--- config.mk ---
export PLATFORM = sky130hd
export DESIGN_NAME = mdio_master
export DESIGN_NICKNAME = d
export VERILOG_FILES = /design/src/rtl/mdio_pkg.sv /design/src/rtl/mdio_clkgen.sv /design/src/rtl/mdio_engine.sv /design/src/rtl/mdio_cmd_reg.sv /design/src/rtl/mdio_master.sv
export SDC_FILE = /design/constraint.sdc
export NUM_CORES = 1
export LEC_CHECK = 0
export BUFFER_PORTS_ARGS = -buffer_cell sky130_fd_sc_hd__buf_2
export CORE_MARGIN = 3
export CORE_UTILIZATION = 50
export CTS_BUF_LIST = sky130_fd_sc_hd__clkbuf_4
export DETAILED_ROUTE_END_ITERATION = 8
export PLACE_DENSITY = 0.73
export SETUP_SLACK_MARGIN = 0.1
export SYNTH_ARGS = -nofsm -noshare
export SYNTH_HDL_FRONTEND = slang
export SYNTH_SLANG_ARGS = --single-unit
--- constraint.sdc ---
create_clock -name clk_i -period 1.6 [get_ports clk_i]
set_input_delay 0.16 -clock clk_i [delete_from_list [all_inputs] [get_ports clk_i]]
set_output_delay 0.16 -clock clk_i [all_outputs]
set_load 0.1 [all_outputs]
--- src/rtl/mdio_pkg.sv ---
package mdio_pkg;
  localparam int PRE_BITS   = 32;
  localparam int ADDR_BITS  = 5;
  localparam int DAT_BITS   = 16;
  localparam int HDR_BITS   = 4 + 2 * ADDR_BITS;
  localparam int FRAME_BITS = PRE_BITS + HDR_BITS + 2 + DAT_BITS;
  localparam int RLS_IDX    = PRE_BITS + HDR_BITS;
  localparam int ACK_IDX    = RLS_IDX + 1;
  localparam int DAT_IDX    = RLS_IDX + 2;
  localparam int IDX_W      = $clog2(FRAME_BITS);

  typedef struct packed {
    logic                 go;
    logic                 wr;
    logic                 ack;
    logic [ADDR_BITS-1:0] reg_a;
    logic [ADDR_BITS-1:0] phy_a;
    logic [DAT_BITS-1:0]  data;
  } cmd_t;

  function automatic logic [FRAME_BITS-1:0] build_frame(input cmd_t c);
    logic [1:0] op, ta;
    logic [DAT_BITS-1:0] d;
    op = c.wr ? 2'b01 : 2'b10;
    ta = c.wr ? 2'b10 : 2'b11;
    d  = c.wr ? c.data : '1;
    return {{PRE_BITS{1'b1}}, 2'b01, op, c.phy_a, c.reg_a, ta, d};
  endfunction
endpackage

--- src/rtl/mdio_clkgen.sv ---
module mdio_clkgen #(
  parameter int DIV_HALF = 4
) (
  input  logic clk_i,
  input  logic rst_ni,
  input  logic run_i,
  output logic mdc_o,
  output logic rise_o,
  output logic fall_o
);
  localparam int CNT_W = $clog2(DIV_HALF + 1);
  localparam logic [CNT_W-1:0] CNT_MAX = CNT_W'(DIV_HALF - 1);

  logic [CNT_W-1:0] cnt_q;
  logic             mdc_q;
  logic             tick;

  assign tick   = run_i && (cnt_q == CNT_MAX);
  assign rise_o = tick && !mdc_q;
  assign fall_o = tick && mdc_q;
  assign mdc_o  = mdc_q;

  always_ff @(posedge clk_i or negedge rst_ni) begin
    if (!rst_ni) begin
      cnt_q <= '0;
      mdc_q <= 1'b0;
    end else if (!run_i) begin
      cnt_q <= '0;
      mdc_q <= 1'b0;
    end else if (tick) begin
      cnt_q <= '0;
      mdc_q <= ~mdc_q;
    end else begin
      cnt_q <= cnt_q + 1'b1;
    end
  end
endmodule

--- src/rtl/mdio_engine.sv ---
module mdio_engine
  import mdio_pkg::*;
(
  input  logic                clk_i,
  input  logic                rst_ni,
  input  logic                start_i,
  input  cmd_t                cmd_i,
  input  logic                rise_i,
  input  logic                fall_i,
  input  logic                mdio_i,
  output logic                busy_o,
  output logic                done_o,
  output logic                is_rd_o,
  output logic                ack_o,
  output logic [DAT_BITS-1:0] rdat_o,
  output logic                mdio_o,
  output logic                mdio_oe_o
);
  localparam logic [IDX_W-1:0] LAST = IDX_W'(FRAME_BITS - 1);
  localparam logic [IDX_W-1:0] RLS  = IDX_W'(RLS_IDX);
  localparam logic [IDX_W-1:0] AIX  = IDX_W'(ACK_IDX);
  localparam logic [IDX_W-1:0] DIX  = IDX_W'(DAT_IDX);

  logic                  busy_q, is_rd_q, ack_q;
  logic [IDX_W-1:0]      idx_q;
  logic [FRAME_BITS-1:0] sh_out_q;
  logic [DAT_BITS-1:0]   sh_in_q;

  assign done_o    = busy_q && fall_i && (idx_q == LAST);
  assign busy_o    = busy_q;
  assign is_rd_o   = is_rd_q;
  assign ack_o     = ack_q;
  assign rdat_o    = sh_in_q;
  assign mdio_o    = busy_q ? sh_out_q[FRAME_BITS-1] : 1'b1;
  assign mdio_oe_o = busy_q && (!is_rd_q || (idx_q < RLS));

  always_ff @(posedge clk_i or negedge rst_ni) begin
    if (!rst_ni) begin
      busy_q   <= 1'b0;
      is_rd_q  <= 1'b0;
      ack_q    <= 1'b0;
      idx_q    <= '0;
      sh_out_q <= '1;
      sh_in_q  <= '0;
    end else if (!busy_q) begin
      if (start_i) begin
        busy_q   <= 1'b1;
        is_rd_q  <= !cmd_i.wr;
        idx_q    <= '0;
        sh_out_q <= build_frame(cmd_i);
      end
    end else begin
      // sample on rising MDC
      if (rise_i && is_rd_q) begin
        if (idx_q == AIX) ack_q <= !mdio_i;
        if (idx_q >= DIX) sh_in_q <= {sh_in_q[DAT_BITS-2:0], mdio_i};
      end
      // advance on falling MDC
      if (fall_i) begin
        if (idx_q == LAST) begin
          busy_q <= 1'b0;
        end else begin
          idx_q    <= idx_q + 1'b1;
          sh_out_q <= {sh_out_q[FRAME_BITS-2:0], 1'b1};
        end
      end
    end
  end
endmodule

--- src/rtl/mdio_cmd_reg.sv ---
module mdio_cmd_reg
  import mdio_pkg::*;
(
  input  logic                clk_i,
  input  logic                rst_ni,
  input  logic                en_i,
  input  logic                wr_i,
  input  logic [31:0]         wdata_i,
  input  logic                done_i,
  input  logic                done_rd_i,
  input  logic                ack_i,
  input  logic [DAT_BITS-1:0] rdat_i,
  output cmd_t                cmd_o,
  output logic [31:0]         rdata_o
);
  cmd_t cmd_q;

  assign cmd_o   = cmd_q;
  assign rdata_o = {cmd_q.go, cmd_q.wr, cmd_q.ack, 3'b000,
                    cmd_q.reg_a, cmd_q.phy_a, cmd_q.data};

  always_ff @(posedge clk_i or negedge rst_ni) begin
    if (!rst_ni) begin
      cmd_q <= '0;
    end else if (cmd_q.go) begin
      if (done_i) begin
        cmd_q.go <= 1'b0;
        if (done_rd_i) begin
          cmd_q.data <= rdat_i;
          cmd_q.ack  <= ack_i;
        end
      end
    end else if (wr_i) begin
      cmd_q.go    <= wdata_i[31] && en_i;
      cmd_q.wr    <= wdata_i[30];
      cmd_q.reg_a <= wdata_i[25:21];
      cmd_q.phy_a <= wdata_i[20:16];
      cmd_q.data  <= wdata_i[15:0];
    end
  end
endmodule

--- src/rtl/mdio_master.sv ---
module mdio_master
  import mdio_pkg::*;
#(
  parameter int DIV_HALF = 4
) (
  input  logic        clk_i,
  input  logic        rst_ni,
  input  logic        en_i,
  input  logic        reg_wr_i,
  input  logic [31:0] reg_wdata_i,
  output logic [31:0] reg_rdata_o,
  output logic        mdc_o,
  output logic        mdio_o,
  output logic        mdio_oe_o,
  input  logic        mdio_i
);
  cmd_t                cmd;
  logic                busy, done, is_rd, ack, rise, fall, start;
  logic [DAT_BITS-1:0] rdat;

  assign start = cmd.go && !busy;

  mdio_cmd_reg u_reg (
    .clk_i     (clk_i),
    .rst_ni    (rst_ni),
    .en_i      (en_i),
    .wr_i      (reg_wr_i),
    .wdata_i   (reg_wdata_i),
    .done_i    (done),
    .done_rd_i (is_rd),
    .ack_i     (ack),
    .rdat_i    (rdat),
    .cmd_o     (cmd),
    .rdata_o   (reg_rdata_o)
  );

  mdio_clkgen #(.DIV_HALF(DIV_HALF)) u_clk (
    .clk_i  (clk_i),
    .rst_ni (rst_ni),
    .run_i  (busy),
    .mdc_o  (mdc_o),
    .rise_o (rise),
    .fall_o (fall)
  );

  mdio_engine u_eng (
    .clk_i     (clk_i),
    .rst_ni    (rst_ni),
    .start_i   (start),
    .cmd_i     (cmd),
    .rise_i    (rise),
    .fall_i    (fall),
    .mdio_i    (mdio_i),
    .busy_o    (busy),
    .done_o    (done),
    .is_rd_o   (is_rd),
    .ack_o     (ack),
    .rdat_o    (rdat),
    .mdio_o    (mdio_o),
    .mdio_oe_o (mdio_oe_o)
  );
endmodule

==> metrics.cfg <==
[die]
placementRows=37
io_pins=72
die_area_sq_mm=0.01228
initial_core_util=0.5226
fp.dieH_um=110.8
fp.dieW_um=110.8
coreArea_sq_mm=0.01051

[synthesis]
synth_fa_ha_area_frac=0.004557
synthFlopType=dfstp_2
synth_area_leaders=dfstp_2 (31%), dfrtp_1 (26%), nand2_1 (6.5%)
synthArstFlopShare=1.000
syn_area_per_cell_sq_um=10.62
yosysWarningCount=0
netlist_area_sq_mm=0.005492
post_synth_mux_area_share=0.1280
yosys.area_share.xor_xnor=0.001595
syn_inst=517
ys_types=43
synth_compound_area_frac=0.07337
yosysSeqAreaShare=0.5705
yosys.area.top_type=dfstp_2
synth_edf_count=0
yosys.area_share.simple=0.1727
synth_top_family_by_area=simple AND/OR/NAND/NOR gates
yosysTopAreaCellShare=0.3062
synth_seq_cells=122

[global_route]
grt_pass1_vias=5325
antenna_found_initial=0
overflow=0
grtUsageTotal=0.2950
grt_max_degree=38
grt_pass1_wl_um=28410

[final_layout]
num_antenna_cells=0
drive_above_1_share=0.6234
area_growth_pct=58.74
nFillCells=500
final_common_cell=dfstp_2
layout_common_cells=dfstp_2 (64), nand3_2 (54), buf_4 (54)
layout.nets=719

[run_status]
violations=negative setup slack
status=finished, violations left

[pwr]
p_leak_nw=4.518
power.density_mw_per_mm2=1881
peakVddDrop_mv=1.519
p_total_mw=16.39

[clock_tree]
clock_sinks=122
cts-htree-levels=4
cts_root_buf=clkbuf_4
path_clk_slew_ns=0.12
insertion_delay_ns=0.54
cts_tree=yes
numCtsBuffers=17
cts.path.max_buffers=2

[worst_setup_path]
worstPathMaxFanout=5
crit_end=u_eng.idx_q[3]
r2r_end=u_eng.idx_q[3]
cp.arrival_ns=2.31
path_class=reg2reg
r2r-start=u_clk.cnt_q[0]
regToRegSetupSlack_ns=-0.24
reg2reg_depth=7
cp.required_ns=2.07
startpoint=u_clk.cnt_q[0]
endpoint_kind=register
start_kind=register

[route]
first_iter_violations=359
dr_total_vias=4904
wl_per_cell_um=22.01
via_per_inst=5.916
ant_nets=0
drc=0
dr.pass1.iters=5
finalWirelength_um=18250

[placed_design]
gp_congestion=0.7801
hpwl_um=7785
port_buffers=64

[worst_hold_path]
min_path_type=in2async

[sta]
holdWs_ns=0.1086
final-hold-violation-count=0
maxSlewViolCount=0
setup_ws_ns=-0.2421
fmax_ghz=0.5428
min_period_over_period=1.151
setup_viol=106
finClkSkew_ns=0.01774
rsz0062_at_grt=true
period_needed_ns=1.842

[run]
maxCapViolCount=0

per-stage QoR:
step                      cells  cell area [sq um]  utilization  worst slack [ns]  TNS, ns
final                       829               8717       0.8295           -0.2421   -16.52
after global routing        829               8717       0.8295           -0.2910   -21.47
after CTS                   822               8551       0.8137           -0.1936   -9.347
after detailed placement    716               6407       0.6097           -0.1219   -2.499
after global placement      716               6407       0.6097          -0.07617  -0.6785
after floorplan             519               5742            -           -0.1926   -4.136
sequential cells by signal (all words and copies together) (netlist names):
register        flops
u_clk.cnt_q         3
u_eng.ack_o         1
u_eng.sh_out_q     64
u_eng.idx_q         6
u_eng.is_rd_o       1
u_reg.cmd_o        29
u_clk.mdc_o         1
u_eng.busy_o        1
u_eng.rdat_o       16
worst max-delay path, cell delays in order (launching register included):
cell     delay [ns]
dfrtp_1        0.45
ha_4           0.18
and4b_2        0.31
buf_6          0.14
buf_12         0.10
o21ai_4        0.08
or3_4          0.35
a21oi_2        0.17
Yosys cell counts (all sizes together) (2+ instances only):
cell type	instances
nand2	96
nand3	70
dfstp	64
dfrtp	58
mux2i	35
a21oi	32
mux2	28
buf	22
nor2	19
inv	18
clkbuf	17
a211oi	13
o22ai	12
o21ai	4
nand2b	3
nor3	3
and2	2
ha	2
nor2b	2
nor3b	2
o21a	2
final cells by class:
| class | instances | area [sq um] | area share |
|---|---|---|---|
| flip-flops and latches | 122 | 3147 | 0.3610 |
| multi-input cells | 341 | 3012 | 0.3455 |
| repair buffers | 180 | 2029 | 0.2328 |
| well taps | 136 | 170.2 | 0.01952 |
| clock buffers | 22 | 165.2 | 0.01895 |
| clock inverters | 10 | 126.4 | 0.01450 |
| inverters | 18 | 67.56 | 0.007751 |
report_power, final:
group / switching [mW] / internal [mW] / total [mW]
clock: 1.20 / 1.15 / 2.35
combinational: 5.05 / 3.29 / 8.34
sequential: 1.13 / 4.57 / 5.70
kinds of logic after synthesis:
logic type | Yosys count
buffers and inverters | 57
other | 1
adder cells (fa/ha/maj) | 2
flip-flops | 122
AND/OR/NAND/NOR | 204
AO/OA/AOI/OAI | 67
multiplexers | 63
XOR/XNOR | 1
how the worst min path moves through the flow:
stage	depth (start not counted)	end	slack [ns]
floorplan	0	u_clk.cnt_q[0]	-0.14
global placement	1	u_reg.cmd_o[19]	0.13
detailed placement	1	u_reg.cmd_o[19]	0.13
CTS	3	u_reg.cmd_o[22]	0.07
global route	2	u_eng.is_rd_o	0.09
finish	2	u_eng.busy_o	0.11
metal layers:
metal,track usage,part of all wire,vias up
met3,0.06823,0.050,59
met2,0.5125,0.53,219
met1,0.3593,0.39,2506
met5,0,0,-
li1,-,-,2120
met4,0.1051,0.032,0
timing repair:
item | CTS | global route
gates resized for setup | 217 | 29
hold buffers | 31 | 0
hold endpoints to repair | 97 | 0
buffers inserted | 26 | 7
pin swaps | 72 | 8
endpoints found under the setup margin | 133 | 121
gates cloned | 17 | 0
(Power assumes the default switching activity.)
